### src/rtl/dmac_pkg.sv
package dmac_pkg;
  localparam int NCH = 4;
  localparam int CHW = $clog2(NCH);
  localparam int DW  = 8;
  localparam int RW  = 2 * DW;
  localparam int MW  = DW - 2;

  localparam logic [3:0] A_CMD   = 4'd8;
  localparam logic [3:0] A_REQ   = 4'd9;
  localparam logic [3:0] A_SMASK = 4'd10;
  localparam logic [3:0] A_MODE  = 4'd11;
  localparam logic [3:0] A_FF    = 4'd12;
  localparam logic [3:0] A_MCLR  = 4'd13;
  localparam logic [3:0] A_CMASK = 4'd14;
  localparam logic [3:0] A_AMASK = 4'd15;

  // Replace one byte of a 16-bit register, chosen by the byte pointer.
  function automatic logic [RW-1:0] put_byte(input logic [RW-1:0] old,
                                             input logic hi,
                                             input logic [DW-1:0] b);
    return hi ? {b, old[DW-1:0]} : {old[RW-1:DW], b};
  endfunction

  function automatic logic [DW-1:0] get_byte(input logic [RW-1:0] v,
                                             input logic hi);
    return hi ? v[RW-1:DW] : v[DW-1:0];
  endfunction

  function automatic logic [DW-1:0] mode_view(input logic [MW-1:0] m);
    return {m, 2'b11};
  endfunction

  function automatic logic [DW-1:0] status_byte(input logic [NCH-1:0] pend,
                                                input logic [NCH-1:0] tc);
    return {pend, tc};
  endfunction
endpackage

### src/rtl/dmac_seq.sv
module dmac_seq
  import dmac_pkg::*;
(
  input  logic           clk,
  input  logic           rst,
  input  logic           mclr,
  input  logic           ff_clr,
  input  logic           ff_set,
  input  logic           ff_tog,
  input  logic           mc_clr,
  input  logic           mc_inc,
  output logic           hi_sel,
  output logic [CHW-1:0] mcnt
);
  always_ff @(posedge clk) begin
    if (rst || mclr)   hi_sel <= 1'b0;
    else if (ff_clr)   hi_sel <= 1'b0;
    else if (ff_set)   hi_sel <= 1'b1;
    else if (ff_tog)   hi_sel <= ~hi_sel;
  end

  always_ff @(posedge clk) begin
    if (rst || mclr || mc_clr) mcnt <= '0;
    else if (mc_inc)           mcnt <= mcnt + 1'b1;
  end

  a_r2_toggle: assert property (@(posedge clk) disable iff (rst)
    (ff_tog && !ff_clr && !ff_set && !mclr) |=> (hi_sel != $past(hi_sel)));
  a_r5_seq_clear: assert property (@(posedge clk) disable iff (rst)
    mclr |=> (!hi_sel && mcnt == '0));
  a_r4_ff_set: assert property (@(posedge clk) disable iff (rst)
    (ff_set && !mclr) |=> hi_sel);
endmodule

### src/rtl/dmac_chan_regs.sv
module dmac_chan_regs
  import dmac_pkg::*;
(
  input  logic                    clk,
  input  logic                    rst,
  input  logic                    wr_pair,
  input  logic [CHW-1:0]          ch,
  input  logic                    is_cnt,
  input  logic                    hi_sel,
  input  logic [DW-1:0]           din,
  output logic [NCH-1:0][RW-1:0]  cur_addr,
  output logic [NCH-1:0][RW-1:0]  cur_cnt
);
  for (genvar g = 0; g < NCH; g++) begin : g_ch
    logic [RW-1:0] base_addr, base_cnt;
    logic hit;
    assign hit = wr_pair && (ch == CHW'(g));

    always_ff @(posedge clk) begin
      if (rst) begin
        base_addr   <= '0;
        base_cnt    <= '0;
        cur_addr[g] <= '0;
        cur_cnt[g]  <= '0;
      end else if (hit) begin
        if (is_cnt) begin
          base_cnt   <= put_byte(base_cnt, hi_sel, din);
          cur_cnt[g] <= put_byte(base_cnt, hi_sel, din);
        end else begin
          base_addr   <= put_byte(base_addr, hi_sel, din);
          cur_addr[g] <= put_byte(base_addr, hi_sel, din);
        end
      end
    end

    a_r3_base_cur_match: assert property (@(posedge clk) disable iff (rst)
      hit |=> (cur_addr[g] == base_addr && cur_cnt[g] == base_cnt));
  end
endmodule

### src/rtl/dmac_ctrl.sv
module dmac_ctrl
  import dmac_pkg::*;
(
  input  logic                   clk,
  input  logic                   rst,
  input  logic                   wr_en,
  input  logic                   rd_en,
  input  logic [3:0]             addr,
  input  logic [DW-1:0]          din,
  input  logic [NCH-1:0]         tc_set,
  input  logic [NCH-1:0]         dreq,
  output logic                   mclr,
  output logic [DW-1:0]          cmd_q,
  output logic [NCH-1:0]         mask_q,
  output logic [NCH-1:0]         swreq_q,
  output logic [NCH-1:0]         tc_q,
  output logic [DW-1:0]          status,
  output logic [NCH-1:0][MW-1:0] mode_q
);
  logic cmd_wr, req_wr, smask_wr, mode_wr, cmask_wr, amask_wr, stat_rd;
  logic [CHW-1:0] sel;

  assign mclr     = wr_en && addr == A_MCLR;
  assign cmd_wr   = wr_en && addr == A_CMD;
  assign req_wr   = wr_en && addr == A_REQ;
  assign smask_wr = wr_en && addr == A_SMASK;
  assign mode_wr  = wr_en && addr == A_MODE;
  assign cmask_wr = wr_en && addr == A_CMASK;
  assign amask_wr = wr_en && addr == A_AMASK;
  assign stat_rd  = rd_en && addr == A_CMD;
  assign sel      = din[CHW-1:0];
  assign status   = status_byte(swreq_q | dreq, tc_q);

  always_ff @(posedge clk) begin
    if (rst || mclr) begin
      cmd_q   <= '0;
      mask_q  <= '1;
      swreq_q <= '0;
      tc_q    <= '0;
    end else begin
      if (cmd_wr) cmd_q <= din;
      if (cmask_wr)      mask_q      <= '0;
      else if (amask_wr) mask_q      <= din[NCH-1:0];
      else if (smask_wr) mask_q[sel] <= din[2];
      if (req_wr) swreq_q[sel] <= din[2];
      tc_q <= (stat_rd ? '0 : tc_q) | tc_set;
    end
  end

  always_ff @(posedge clk) begin
    if (rst)          mode_q      <= '0;
    else if (mode_wr) mode_q[sel] <= din[DW-1:2];
  end

  a_r5_master_clear: assert property (@(posedge clk) disable iff (rst)
    mclr |=> (mask_q == '1 && cmd_q == '0 && swreq_q == '0 && tc_q == '0));
  a_r6_clear_mask: assert property (@(posedge clk) disable iff (rst)
    cmask_wr |=> (mask_q == '0));
  a_r8_status_clear: assert property (@(posedge clk) disable iff (rst)
    (stat_rd && tc_set == '0) |=> (tc_q == '0));
  a_r8_tc_survives: assert property (@(posedge clk) disable iff (rst)
    (tc_set != '0 && !mclr) |=> ((tc_q & $past(tc_set)) == $past(tc_set)));
endmodule

### src/rtl/dmac_regport.sv
module dmac_regport
  import dmac_pkg::*;
(
  input  logic               clk,
  input  logic               rst,
  input  logic               cs,
  input  logic               wr,
  input  logic               rd,
  input  logic [3:0]         addr,
  input  logic [DW-1:0]      din,
  output logic [DW-1:0]      dout,
  input  logic [NCH-1:0]     tc_set,
  input  logic [NCH-1:0]     dreq,
  output logic [DW-1:0]      cmd_q,
  output logic [NCH-1:0]     mask_q,
  output logic [NCH-1:0]     swreq_q,
  output logic [NCH*MW-1:0]  chan_mode
);
  logic wr_en, rd_en, is_pair, pair_acc, mode_rd, mclr;
  logic hi_sel;
  logic [CHW-1:0] mcnt;
  logic [NCH-1:0][RW-1:0] cur_addr, cur_cnt;
  logic [NCH-1:0][MW-1:0] mode_q;
  logic [NCH-1:0] tc_q;
  logic [DW-1:0] status;

  assign wr_en    = cs && wr;
  assign rd_en    = cs && rd && !wr;
  assign is_pair  = !addr[3];
  assign pair_acc = is_pair && (wr_en || rd_en);
  assign mode_rd  = rd_en && addr == A_MODE;

  dmac_seq u_seq (
    .clk(clk), .rst(rst), .mclr(mclr),
    .ff_clr(wr_en && addr == A_FF), .ff_set(rd_en && addr == A_FF),
    .ff_tog(pair_acc),
    .mc_clr(rd_en && addr == A_CMASK), .mc_inc(mode_rd),
    .hi_sel(hi_sel), .mcnt(mcnt)
  );

  dmac_chan_regs u_regs (
    .clk(clk), .rst(rst), .wr_pair(wr_en && is_pair),
    .ch(addr[2:1]), .is_cnt(addr[0]), .hi_sel(hi_sel), .din(din),
    .cur_addr(cur_addr), .cur_cnt(cur_cnt)
  );

  dmac_ctrl u_ctrl (
    .clk(clk), .rst(rst), .wr_en(wr_en), .rd_en(rd_en), .addr(addr),
    .din(din), .tc_set(tc_set), .dreq(dreq), .mclr(mclr),
    .cmd_q(cmd_q), .mask_q(mask_q), .swreq_q(swreq_q), .tc_q(tc_q),
    .status(status), .mode_q(mode_q)
  );

  assign chan_mode = mode_q;

  always_comb begin
    dout = '0;
    if (rd_en) begin
      if (is_pair)
        dout = get_byte(addr[0] ? cur_cnt[addr[2:1]] : cur_addr[addr[2:1]], hi_sel);
      else if (addr == A_CMD)
        dout = status;
      else if (addr == A_MODE)
        dout = mode_view(mode_q[mcnt]);
    end
  end

  a_r10_mode_lsbs: assert property (@(posedge clk) disable iff (rst)
    mode_rd |-> (dout[1:0] == 2'b11));
  a_r10_mcnt_step: assert property (@(posedge clk) disable iff (rst)
    (mode_rd && !mclr) |=> (mcnt == $past(mcnt) + 1'b1));
  a_r12_idle_dout: assert property (@(posedge clk) disable iff (rst)
    !cs |-> (dout == '0));
endmodule

### config.mk
export PLATFORM = sky130hd
export DESIGN_NAME = dmac_regport
export DESIGN_NICKNAME = d
export VERILOG_FILES = /design/src/rtl/dmac_pkg.sv /design/src/rtl/dmac_seq.sv /design/src/rtl/dmac_chan_regs.sv /design/src/rtl/dmac_ctrl.sv /design/src/rtl/dmac_regport.sv
export SDC_FILE = /design/constraint.sdc
export NUM_CORES = 1
export LEC_CHECK = 0
export ABC_AREA = 1
export BUFFER_PORTS_ARGS = -buffer_cell sky130_fd_sc_hd__buf_4
export CAP_MARGIN = 40
export CELL_PAD_IN_SITES_DETAIL_PLACEMENT = 1
export CELL_PAD_IN_SITES_GLOBAL_PLACEMENT = 1
export CORE_MARGIN = 1.5
export CORE_UTILIZATION = 32
export CTS_BUF_LIST = sky130_fd_sc_hd__clkbuf_2
export DETAILED_ROUTE_END_ITERATION = 10
export GPL_TIMING_DRIVEN = 0
export PLACE_DENSITY_LB_ADDON = 0.1
export SLEW_MARGIN = 20
export SYNTH_ARGS = -nofsm -noshare
export SYNTH_HDL_FRONTEND = slang
export SYNTH_SLANG_ARGS = --single-unit
### constraint.sdc
create_clock -name clk -period 2.4 [get_ports clk]
set_clock_uncertainty 0.15 [all_clocks]
set_input_delay 0.6 -clock clk [delete_from_list [all_inputs] [get_ports clk]]
set_output_delay 0.6 -clock clk [all_outputs]
set_load 0.005 [all_outputs]
=== After elaboration in Yosys (flattened, before gate mapping) ===
Index checks and enable logic that the tools add are counted.

* Register bits: 175
* Input bits: 25
* Word-level logic and storage cells: 119

* Add/subtract/negate cells: 1
* Magnitude comparators: 4
* Eq/ne operators: 11
* Muxes and demuxes: 26
* Bitwise gates (word level): 4
* Reduce and logical (&&, ||, !) cells: 47

{| class="wikitable"
|+ Operator list
! cell !! number
|-
| binary-select mux 16 bit (select 2 bit) || 2
|-
| 2-to-1 mux 16 bit || 4
|-
| AND reduction 3 bit || 16
|-
| 2-to-1 mux 8 bit || 5
|-
| equality test 4 bit (second input constant) || 8
|-
| bitwise mux 24 bit || 1
|-
| logical AND 1 bit || 22
|-
| 2-to-1 mux 4 bit || 4
|-
| binary-select mux 6 bit (select 2 bit) || 1
|-
| demux 6 bit (select 2 bit) || 1
|-
| 2-to-1 mux 6 bit || 2
|-
| less-than comparator 2 x 3 -> 1 bit (second input constant) || 3
|-
| bitwise mux 4 bit || 2
|-
| OR 4 bit || 2
|-
| equality test 2 bit (second input constant) || 2
|-
| logical OR 1 bit || 3
|-
| 2-to-1 mux 1 bit || 3
|-
| nonzero test 3 bit || 1
|-
| adder 2 x 1 -> 2 bit (second input constant) || 1
|-
| demux 1 bit (select 2 bit) || 1
|-
| equality test 2 x 1 -> 1 bit (second input constant) || 1
|-
| greater-or-equal comparator 2 x 1 -> 1 bit (second input constant) || 1
|-
| logical NOT 1 bit || 2
|-
| logical NOT 2 bit || 1
|-
| 3 further kinds || 4
|}

=== Longest topological paths before layout ===
Gate-level depths: netlist of the first run.

* Word-level depth: 8
* Mapped depth: 11
* Depth with buffers taken out: 9

=== By module ===
From an unflattened synthesis of the first run, not the netlist that was laid out.

* Cells, all modules: 1,520
* Area, all modules: 9,397.8 µm²

{| class="wikitable"
|+ By module, submodules not included
! module !! times used !! cells each !! area each (µm²)
|-
| dmac_chan_regs || 1 || 766 || 5,273.8
|-
| dmac_regport || 1 || 471 || 2,097.0
|-
| dmac_ctrl || 1 || 259 || 1,871.8
|-
| dmac_seq || 1 || 24 || 155.1
|}

=== Worst setup path after synthesis of the first run ===
No wires, ideal clock.

* Path type: input port to output port
* Start point: input port addr[1]
* End point: output port dout[1]
* Arrival: 1.711 ns
* Slack: -0.061 ns
* Stages on the path: 10
* Cell sequence: buf_4 -> buf_2 -> nor2_1 -> nand2_1 -> inv_1 -> buf_4 -> nand2_1 -> nand2_1 -> inv_1 -> a21oi_1

* Cells in the longest elaborated chain, start to end: 6

{| class="wikitable"
|+ RTL lines
! what !! line !! text
|-
| start, declared || dmac_regport.sv:9 || <nowiki>input logic [3:0] addr,</nowiki>
|-
| binary-select mux 16 bit (select 2 bit) || dmac_regport.sv:60 || <nowiki>dout = get_byte(addr[0] ? cur_cnt[addr[2:1]] : cur_addr[addr[2:1]], hi_sel);</nowiki>
|-
| 2-to-1 mux 16 bit (implied by the code) || dmac_regport.sv:60 ||
|-
| 2-to-1 mux 16 bit || dmac_regport.sv:60 ||
|-
| 2-to-1 mux 8 bit || dmac_pkg.sv:26 || <nowiki>return hi ? v[RW-1:DW] : v[DW-1:0];</nowiki>
|-
| 2-to-1 mux 8 bit * || dmac_regport.sv:59 || <nowiki>if (is_pair)</nowiki>
|-
| 2-to-1 mux 8 bit * || dmac_regport.sv:58 || <nowiki>if (rd_en) begin</nowiki>
|-
| end, declared || dmac_regport.sv:11 || <nowiki>output logic [DW-1:0] dout,</nowiki>
|}

Mark *: on every way between the ends. The rest lies on a longest branch, timed or not. The select of a mux whose other input is x is not followed.

=== Worst setup path after layout of the first run ===
* Start point: input port addr[1]
* End point: output port dout[7]

The elaborated chain is that of the path after synthesis.

==> results of run 1 <==
[tightest hold or removal path, cell delays in order]
cell     delay [ns]
buf_4          0.17
o21ai_0        0.18
a21oi_1        0.05
[power groups by stage]
stage,Combinational (W),Sequential (W),Clock (W)
5_1_grt,0.000670,0.00297,0.00180
2_1_floorplan,0.000273,0.00301,0
3_5_place_dp,0.000526,0.00301,0
6_report,0.000624,0.00296,0.00167
3_3_place_gp,0.000508,0.00301,0
4_1_cts,0.000594,0.00296,0.00170
[sequential cells by signal, indices dropped and copies added (netlist names)]
signal and count:
u_ctrl.mask_q 4, u_regs.cur_addr 32, u_regs.g_ch.base_addr 32, u_ctrl.cmd_q 8
u_seq.hi_sel 1, u_regs.g_ch.base_cnt 32, u_ctrl.swreq_q 4, u_ctrl.mode_q 24
u_ctrl.tc_q 4, u_seq.mcnt 2, u_regs.cur_cnt 32
[worst paths after layout]
kind | start | endpoint | slack, ns | cells past startpoint
worst max-delay path | addr[1] | dout[7] | -0.60 | 10
worst min-delay path | din[2] | u_regs.cur_addr[2] | 0.06 | 3
worst max register to register | u_seq.hi_sel | u_regs.cur_addr[15] | 0.48 | 7
worst min register to register | u_regs.g_ch[3].base_addr[1] | u_regs.g_ch[3].base_addr[1] | 0.31 | 2
[kinds of logic (layout without fill, tap and decap cells)]
logic type,count (synthesis),after routing,share of synthesized area
other cells,0,5,0
simple gates,281,281,0.1546
xor+xnor,1,1,0.001094
flops,175,175,0.4377
compound gates,445,445,0.2823
buf+inv,249,388,0.1243
[routing by layer]
metal  up-vias  part of all wire
met5         -                 0
met4         0             0.020
met3        42             0.052
met2       205              0.45
met1      3949              0.47
li1       4019                 -
[placed cells by master (no fill, tap or decap), drive strengths merged, types with 3 or more instances in the layout]
cell type / instances
o21ai: 249
a21oi: 189
nand2: 186
dfxtp: 175
inv: 172
buf: 128
clkbuf: 63
nand3: 54
nor2: 38
dlygate4sd3: 12
clkinv: 9
diode: 5
o211ai: 4
o2111ai: 3
[final cells by class]
cell class	instances	share of cell area
antenna	5	0.001254
buffer	76	0.04516
clock buffer	19	0.009533
clock inverter	13	0.01392
inverter	172	0.06648
multi-input combinational	727	0.3813
sequential	175	0.3534
tap	324	0.04064
timing repair buffer	108	0.08831
[per-stage QoR]
| stage | setup slack, ns | area, µm² |
|---|---|---|
| 2_1_floorplan | 0.02447 | 8028 |
| 3_3_place_gp | -1.111 | 8951 |
| 3_5_place_dp | -1.062 | 9037 |
| 4_1_cts | -0.5834 | 9754 |
| 5_1_grt | -0.6303 | 9975 |
| 6_report | -0.6025 | 9975 |
[what timing repair did]
item | 4_1_cts | 5_1_grt
setup buffers | 10 | 5
gates cloned | 3 | 1
endpoints found under the hold margin | 14 | 0
hold buffers | 12 | 0
gates resized for setup | 125 | 69
setup endpoints to repair | 8 | 8
pin swaps | 24 | 38
==> flow_summary.toml, run 1 <==
[sta]
fmax_mhz = 333.1
fin_crit_ns = 3.002
rsz0062_at_grt = "true"
fin_crit_sh = 1.251
setup_viol = 8
setup_slack_ns = -0.6025
worst_slew_pin_slew_ns = 0.8734
tns_ns = -3.845
hold_viol = 0
slew_headroom = 0.4177
slew_violations = 0
holdWs_ns = 0.05584

[die]
ioPinCount = 73
start_util = 0.3272
die_h_um = 161.2
die_area_um2 = 25970
core_um2 = 24460
chipWidth_um = 161.2
row_count = 57

[global_routing]
met1_usage = 0.3595
grt_overflow = 0
grt.total_usage = 0.2615
antenna_found_initial = 1
grt_pass1_vias = 8077
grt_busiest_layer = "met2"
global_route.usage.met2 = 0.4197
grt_max_degree = 17
grt_use_met3 = 0.05213
grt_pass1_wl_mm = 50.01

[synthesis]
synth-edff-count = 0
synth.most_common_cell = "o21ai_0"
syn-cell-area_um2 = 8004
synthDistinctLibCells = 27
synth-seq-cells = 175
synth.top_cells.by_area = "dfxtp_1 (44%), o21ai_0 (15%), a21oi_1 (12%)"
synthTopCellsByCount = "o21ai_0 (244), a21oi_1 (189), nand2_1 (183), dfxtp_1 (175), inv_1 (166)"
syn_nets = 1176
synth_top_area_cell = "dfxtp_1"
yosysSeqAreaShare = 0.4377
syn_inst = 1151
synth-main-ff-cell = "dfxtp_1"
syn_area_per_cell_um2 = 6.954
async_flop_share = 0
synth_top_cell_area_share = 0.4377
yosys_warnings = 0

[critical_path]
critPathMaxFanout = 10
start_kind = "input pin"
endpoint_kind = "output pin"
cp_common_cell = "buf_4"
critPathKind = "input pin to output pin"
path_buf_inv = 4
cp_slowest_stage_delay_ns = 0.30
timing.critical_path.slowest_stage_cell = "o21ai_0"
worstPathCellList = "buf_4 -> buf_6 -> nand2_4 -> clkbuf_8 -> o21ai_0 -> o21ai_1 -> nand2_1 -> nor2_4 -> nor2_1 -> buf_4"
cp.arrival_ns = 2.25
cpLargestDelayFamily = "buffers and inverters"
required_ns = 1.65

[placement]
detailed_place_hpwl_mm = 24.52
gp_congestion = 0.8387
dp.cells = 1551
port_buffers = 69

[finish]
regArea_um2 = 3525
nNetsFinal = 1302
fill_cells = 3142
drive_gt1_frac = 0.2039
post-route-util = 0.4078
area_growth_pct = 24.62
multi_input_area_um2 = 3804
fin_cells = 1619

[detailed_routing]
viasPerCell = 5.074
drc = 0
first_iter_violations = 518
postRouteAntennaNets = 0
wl_per_cell_um = 20.82
firstDrtPassIters = 5
via_count = 8215
wl_mm = 33.71

[flow_run]
drv_cap = 0

[cts]
cts_max_level = 4
cts_buffers = 17
cts.sinks = 175
cts_tree = "done"
clock_latency_ns = 0.79
root_buffer = "clkbuf_2"
clk_pin_slew_ns = 0.29
cts_buffer_depth = 2

[pwr]
power_density_nw_per_um2 = 526.8
switching_share = 0.3087
p_int_w = 0.003632
p_total_w = 0.005254
leakagePower_nw = 3.621
ir_worst_vdd_v = 0.0002389
seqPwrFrac = 0.564
clockPowerShare = 0.317
p_sw_w = 0.001622
combinationalPowerShare = 0.119

[outcome]
status = "complete, but fails checks"
violations = "negative setup slack"

[min_path]
worstHoldPathType = "input pin to flip-flop"
Note: power is estimated with default switching activity, not from simulation.
==> run 2, diff against run 1 <==
==> constraint.sdc (replaced) <==
create_clock -name clk -period 2.4 [get_ports clk]
set_clock_uncertainty 0.15 [all_clocks]
set_input_delay 0.12 -clock clk [delete_from_list [all_inputs] [get_ports clk]]
set_output_delay 0.12 -clock clk [all_outputs]
set_load 0.005 [all_outputs]
==> run 2 against run 1 <==
  * The flow still finishes with violations (negative setup slack)
  * Cell area grew 3.6%
  * First-iteration DRC count shrank 13%
  * Via count grew 3.9%
  * Non-clock buffer count grew 50
  * Utilization grew 1.5 points
  * Global-route usage grew 0.25 points
  * Combinational power grew 3.2%
  * Die area is the same
  * Power grew 0.43%
==> flow_summary.toml, run 2 (synthesis gave the netlist of run 1 again) <==
[outcome]
status = "complete, but fails checks"
violations = "negative setup slack"

[placement]
gp_congestion = 0.8351
port_buffers = 69
dp.cells = 1547
detailed_place_hpwl_mm = 23.95

[cts]
cts_tree = "done"
root_buffer = "clkbuf_2"
cts.sinks = 175
cts_buffer_depth = 2
clock_latency_ns = 0.76
cts_buffers = 17
cts_max_level = 4
clk_pin_slew_ns = 0.30

[sta]
slew_violations = 0
setup_viol = 2
setup_slack_ns = -0.04254
rsz0062_at_grt = "true"
slew_headroom = 0.3687
hold_viol = 0
holdWs_ns = 0.02888
fin_crit_ns = 2.443
worst_slew_pin_slew_ns = 0.9470
fin_crit_sh = 1.018
fmax_mhz = 409.4

[finish]
drive_gt1_frac = 0.1725
nNetsFinal = 1352
area_growth_pct = 29.14
final_cell_mix = "o21ai_0 (198), a21oi_1 (182), nand2_1 (173)"
fin_cells = 1665
final_common_cell = "o21ai_0"
fill_cells = 3115

[critical_path]
cp.arrival_ns = 2.17
endpoint_kind = "output pin"
critPathKind = "flip-flop to output pin"
critPathMaxFanout = 2
required_ns = 2.13
start_kind = "flip-flop"

[die]
die_h_um = 161.2
row_count = 57
core_um2 = 24460
start_util = 0.3272
chipWidth_um = 161.2
die_area_um2 = 25970
ioPinCount = 73

[global_routing]
grt_pass1_vias = 8587
grt_overflow = 0
grt.total_usage = 0.2640
grt_pass1_wl_mm = 50.97
antenna_found_initial = 1
grt_max_degree = 17

[detailed_routing]
postRouteAntennaNets = 0
first_iter_violations = 450
wl_mm = 34.02
via_count = 8532
viasPerCell = 5.124
wl_per_cell_um = 20.43
firstDrtPassIters = 5
drc = 0

[min_path]
worstHoldPathType = "input pin to flip-flop"

[pwr]
ir_worst_vdd_v = 0.0002251
power_density_nw_per_um2 = 510.5
leakagePower_nw = 3.780

[flow_run]
drv_cap = 0
-- run 2: through the flow --
step / total power (W) / util / setup slack (ns) / area (µm²) / TNS, ns
6_report: 0.005277 / 0.4225 / -0.04254 / 10340 / -0.05238
5_1_grt: 0.005480 / 0.4224 / -0.1962 / 10330 / -0.9015
4_1_cts: 0.005286 / 0.4146 / -0.02588 / 10140 / -0.1013
3_5_place_dp: 0.003522 / 0.3663 / -0.2532 / 8961 / -0.9724
3_3_place_gp: 0.003512 / 0.3649 / -0.1904 / 8927 / -0.9155
2_1_floorplan: 0.003277 / - / 0.8400 / 8004 / 0
-- run 2: cell type report --
class | count | area (µm²) | area share
inverters | 172 | 660.6 | 0.06391
diodes | 2 | 5.005 | 0.0004842
flip-flops and latches | 175 | 3517 | 0.3403
plain buffers | 76 | 409.1 | 0.03958
well taps | 324 | 405.4 | 0.03922
clock inverters | 14 | 156.4 | 0.01513
repair buffers | 158 | 1414 | 0.1368
clock buffers | 17 | 85.08 | 0.008231
multi-input cells | 727 | 3684 | 0.3564
-- run 2: critical path: stages, from the launching register on --
cell and delay [ns]:
dfxtp_1 0.37, inv_1 0.05, o21ai_0 0.44, o21ai_1 0.13
nand2_1 0.09, nor2_2 0.06, nor2_1 0.12, buf_4 0.12
-- run 2: what timing repair did --
action / in CTS / in global routing
cloned: 1 / 1
endpoints found under the hold margin: 158 / 2
endpoints found under the setup margin: 8 / 22
hold buffers: 73 / 1
pin swaps: 20 / 26
setup buffers: 4 / 4
gates resized for setup: 90 / 53
-- run 2: power by group --
part	switching (W)	internal (W)	total [W]
Combinational	0.000427	0.000217	0.000644
Sequential	0.0000177	0.00295	0.00296
Clock	0.00118	0.000492	0.00167
Total	0.00162	0.00366	0.00528
-- run 2: path summary, 6_finish.rpt --
path,startpoint,endpoint,slack [ns],cells past startpoint
max,u_regs.cur_cnt[62],dout[6],-0.04,7
min,addr[2],u_ctrl.cmd_q[6],0.03,7
max reg2reg,u_seq.hi_sel,u_regs.g_ch[2].base_addr[14],0.34,8
min reg2reg,u_regs.cur_addr[6],u_regs.cur_addr[6],0.31,2
-- run 2: routing by layer --
metal | vias up | wire, µm | track usage
met5 | - | 0 | 0
met4 | 0 | 838 | 0.08628
met3 | 51 | 1594 | 0.03749
met2 | 204 | 15710 | 0.4273
met1 | 4166 | 15890 | 0.3614
li1 | 4111 | - | -
==> run 3, diff against run 2 <==
--- a/config.mk
+++ b/config.mk
@@ -6,7 +6,7 @@
 export NUM_CORES = 1
 export LEC_CHECK = 0
 export ABC_AREA = 1
-export BUFFER_PORTS_ARGS = -buffer_cell sky130_fd_sc_hd__buf_4
+export BUFFER_PORTS_ARGS = -buffer_cell sky130_fd_sc_hd__buf_2
 export CAP_MARGIN = 40
 export CELL_PAD_IN_SITES_DETAIL_PLACEMENT = 1
 export CELL_PAD_IN_SITES_GLOBAL_PLACEMENT = 1
==> constraint.sdc (replaced) <==
create_clock -name clk -period 2.53 [get_ports clk]
set_clock_uncertainty 0.15 [all_clocks]
set_input_delay 0.1265 -clock clk [delete_from_list [all_inputs] [get_ports clk]]
set_output_delay 0.1265 -clock clk [all_outputs]
set_load 0.005 [all_outputs]
==> run 3 against run 2 <==
  * The flow now finishes without violations
  * Global-route usage is essentially flat
  * Clock power shrank 9%
  * Combinational power shrank 9.0%
  * Utilization shrank 1.8 points
  * Sequential power shrank 5%
  * Hold slack gained 0.042 ns
  * Sequential cell count is the same
  * Final cell count shrank 0.96%
  * Non-clock buffer count shrank 16
  * Register-to-register slack gained 0.05 ns
  * Sequential share of layout area grew 1.5 points
  * Setup slack gained 0.064 ns
  * Largest cell class unchanged
==> flow_summary.toml, run 3 (synthesis gave the netlist of run 1 again) <==
[placement]
port_buffers = 69
dp.cells = 1547
detailed_place_hpwl_mm = 24.02
dpl_cell_area_um2 = 8788
gp_congestion = 0.8673

[global_routing]
grt_overflow = 0
grt_max_degree = 17
grt_pass1_wl_mm = 50.56
grt_pass1_vias = 8219
antenna_found_initial = 1
grt.total_usage = 0.2639

[cts]
clk_pin_slew_ns = 0.31
root_buffer = "clkbuf_2"
cts_tree = "done"
cts.sinks = 175
clock_latency_ns = 0.78
cts_max_level = 4
cts_buffers = 17
cts_buffer_depth = 2

[pwr]
ir_worst_vdd_v = 0.0002497
switching_share = 0.3178
combinationalPowerShare = 0.119
seqPwrFrac = 0.572
p_int_w = 0.003352
power_density_nw_per_um2 = 497.0
clockPowerShare = 0.308
p_sw_w = 0.001562
p_total_w = 0.004913
leakagePower_nw = 3.632

[die]
chipWidth_um = 161.2
row_count = 57
core_um2 = 24460
ioPinCount = 73
die_h_um = 161.2
die_area_um2 = 25970
start_util = 0.3272

[critical_path]
cp_slowest_stage_delay_ns = 0.37
rr_worst_depth = 8
critPathKind = "flip-flop to output pin"
worstPathCellList = "inv_1 -> o21ai_0 -> o21ai_1 -> nand2_1 -> nor2_2 -> nor2_1 -> buf_2"
timing.critical_path.slowest_stage_cell = "dfxtp_1"
endpoint_kind = "output pin"
rrSetupSlack_ns = 0.39
start_kind = "flip-flop"
r2r_end = "u_regs.g_ch[2].base_addr[14]"
required_ns = 2.25
critPathMaxFanout = 2
r2r-start = "u_seq.hi_sel"
crit_path_start = "u_regs.g_ch[3].base_addr[13]"
cp.arrival_ns = 2.23
crit_end = "dout[5]"

[finish]
nNetsFinal = 1336
area_growth_pct = 23.53
final_cell_mix = "o21ai_0 (206), a21oi_1 (182), nand2_1 (180)"
final_common_cell = "o21ai_0"
drive_gt1_frac = 0.1579
final_area_um2 = 9887
fin_cells = 1649
fill_cells = 3141

[detailed_routing]
via_count = 8421
firstDrtPassIters = 5
first_iter_violations = 539
wl_per_cell_um = 20.65
viasPerCell = 5.107
wl_mm = 34.06
drc = 0
postRouteAntennaNets = 0

[sta]
slew_violations = 0
rsz0062_at_grt = "true"
worst_slew_pin_slew_ns = 0.9278
fmax_mhz = 398.6
setup_viol = 0
hold_viol = 0
fin_crit_sh = 0.9916
slew_headroom = 0.3814
fin_crit_ns = 2.509

[outcome]
status = "complete, no violations"

[min_path]
worstHoldPathType = "input pin to flip-flop"

[flow_run]
drv_cap = 0
[run 3: per-stage QoR]
stage / util / setup TNS, ns / hold slack [ns] / setup WS [ns]
global route: 0.4042 / -0.1268 / 0.03724 / -0.07381
floorplan: - / 0 / 0.04557 / 0.9700
global placement: 0.3579 / -0.2662 / 0.1880 / -0.1075
detailed placement: 0.3593 / -0.2878 / 0.1967 / -0.09965
CTS: 0.3967 / 0 / 0.03622 / 0.01419
finish: 0.4042 / 0 / 0.07125 / 0.02124
[run 3: worst min path at each step]
stage              start             endpoint  slack, ns  cells after the start
3_5_place_dp   tc_set[2]       u_ctrl.tc_q[2]       0.20                      3
6_report         addr[1]  u_regs.cur_addr[21]       0.07                      6
5_1_grt          addr[1]  u_regs.cur_addr[21]       0.04                      6
2_1_floorplan        rst    u_ctrl.mode_q[13]       0.05                      1
4_1_cts          addr[1]         u_seq.hi_sel       0.04                      7
3_3_place_gp   tc_set[3]       u_ctrl.tc_q[3]       0.19                      3
[run 3: power by group through the flow]
| stage | Sequential (W) | Combinational (W) | Clock (W) |
|---|---|---|---|
| finish | 0.00281 | 0.000586 | 0.00152 |
| global route | 0.00282 | 0.000625 | 0.00166 |
| CTS | 0.00281 | 0.000551 | 0.00154 |
| detailed placement | 0.00286 | 0.000472 | 0 |
| global placement | 0.00286 | 0.000464 | 0 |
| floorplan | 0.00285 | 0.000255 | 0 |
[run 3: worst max-delay path, delay by kind of cell (launching register included)]
| family | cells | cell delay (ns) |
|---|---|---|
| flops | 1 | 0.37 |
| buf+inv | 2 | 0.21 |
| compound gates | 2 | 0.44 |
| simple gates | 3 | 0.39 |
[run 3: cell type report]
class                      count  area (µm²)  area share
inverter                     172       653.1     0.06606
clock inverter                15       133.9     0.01354
clock buffer                  17       85.08    0.008605
timing repair buffer         141        1055      0.1067
sequential                   175        3513      0.3554
antenna                        1       2.502   0.0002531
buffer                        77       407.9     0.04126
multi-input combinational    727        3631      0.3672
tap                          324       405.4     0.04100
[run 3: timing repair]
| item | CTS | global route |
|---|---|---|
| endpoints found under the hold margin | 166 | 0 |
| gates resized for setup | 44 | 67 |
| buffers inserted | 1 | 3 |
| pin swaps | 9 | 12 |
| hold buffers | 61 | 0 |
| cloned | 0 | 1 |
| endpoints found under the setup margin | 8 | 14 |
[run 3: layer usage]
layer | vias to the layer above | share of wire | GRT usage
met4 | 0 | 0.020 | 0.06229
met2 | 166 | 0.46 | 0.4271
met5 | - | 0 | 0
met3 | 42 | 0.040 | 0.04263
li1 | 4087 | - | -
met1 | 4126 | 0.48 | 0.3673
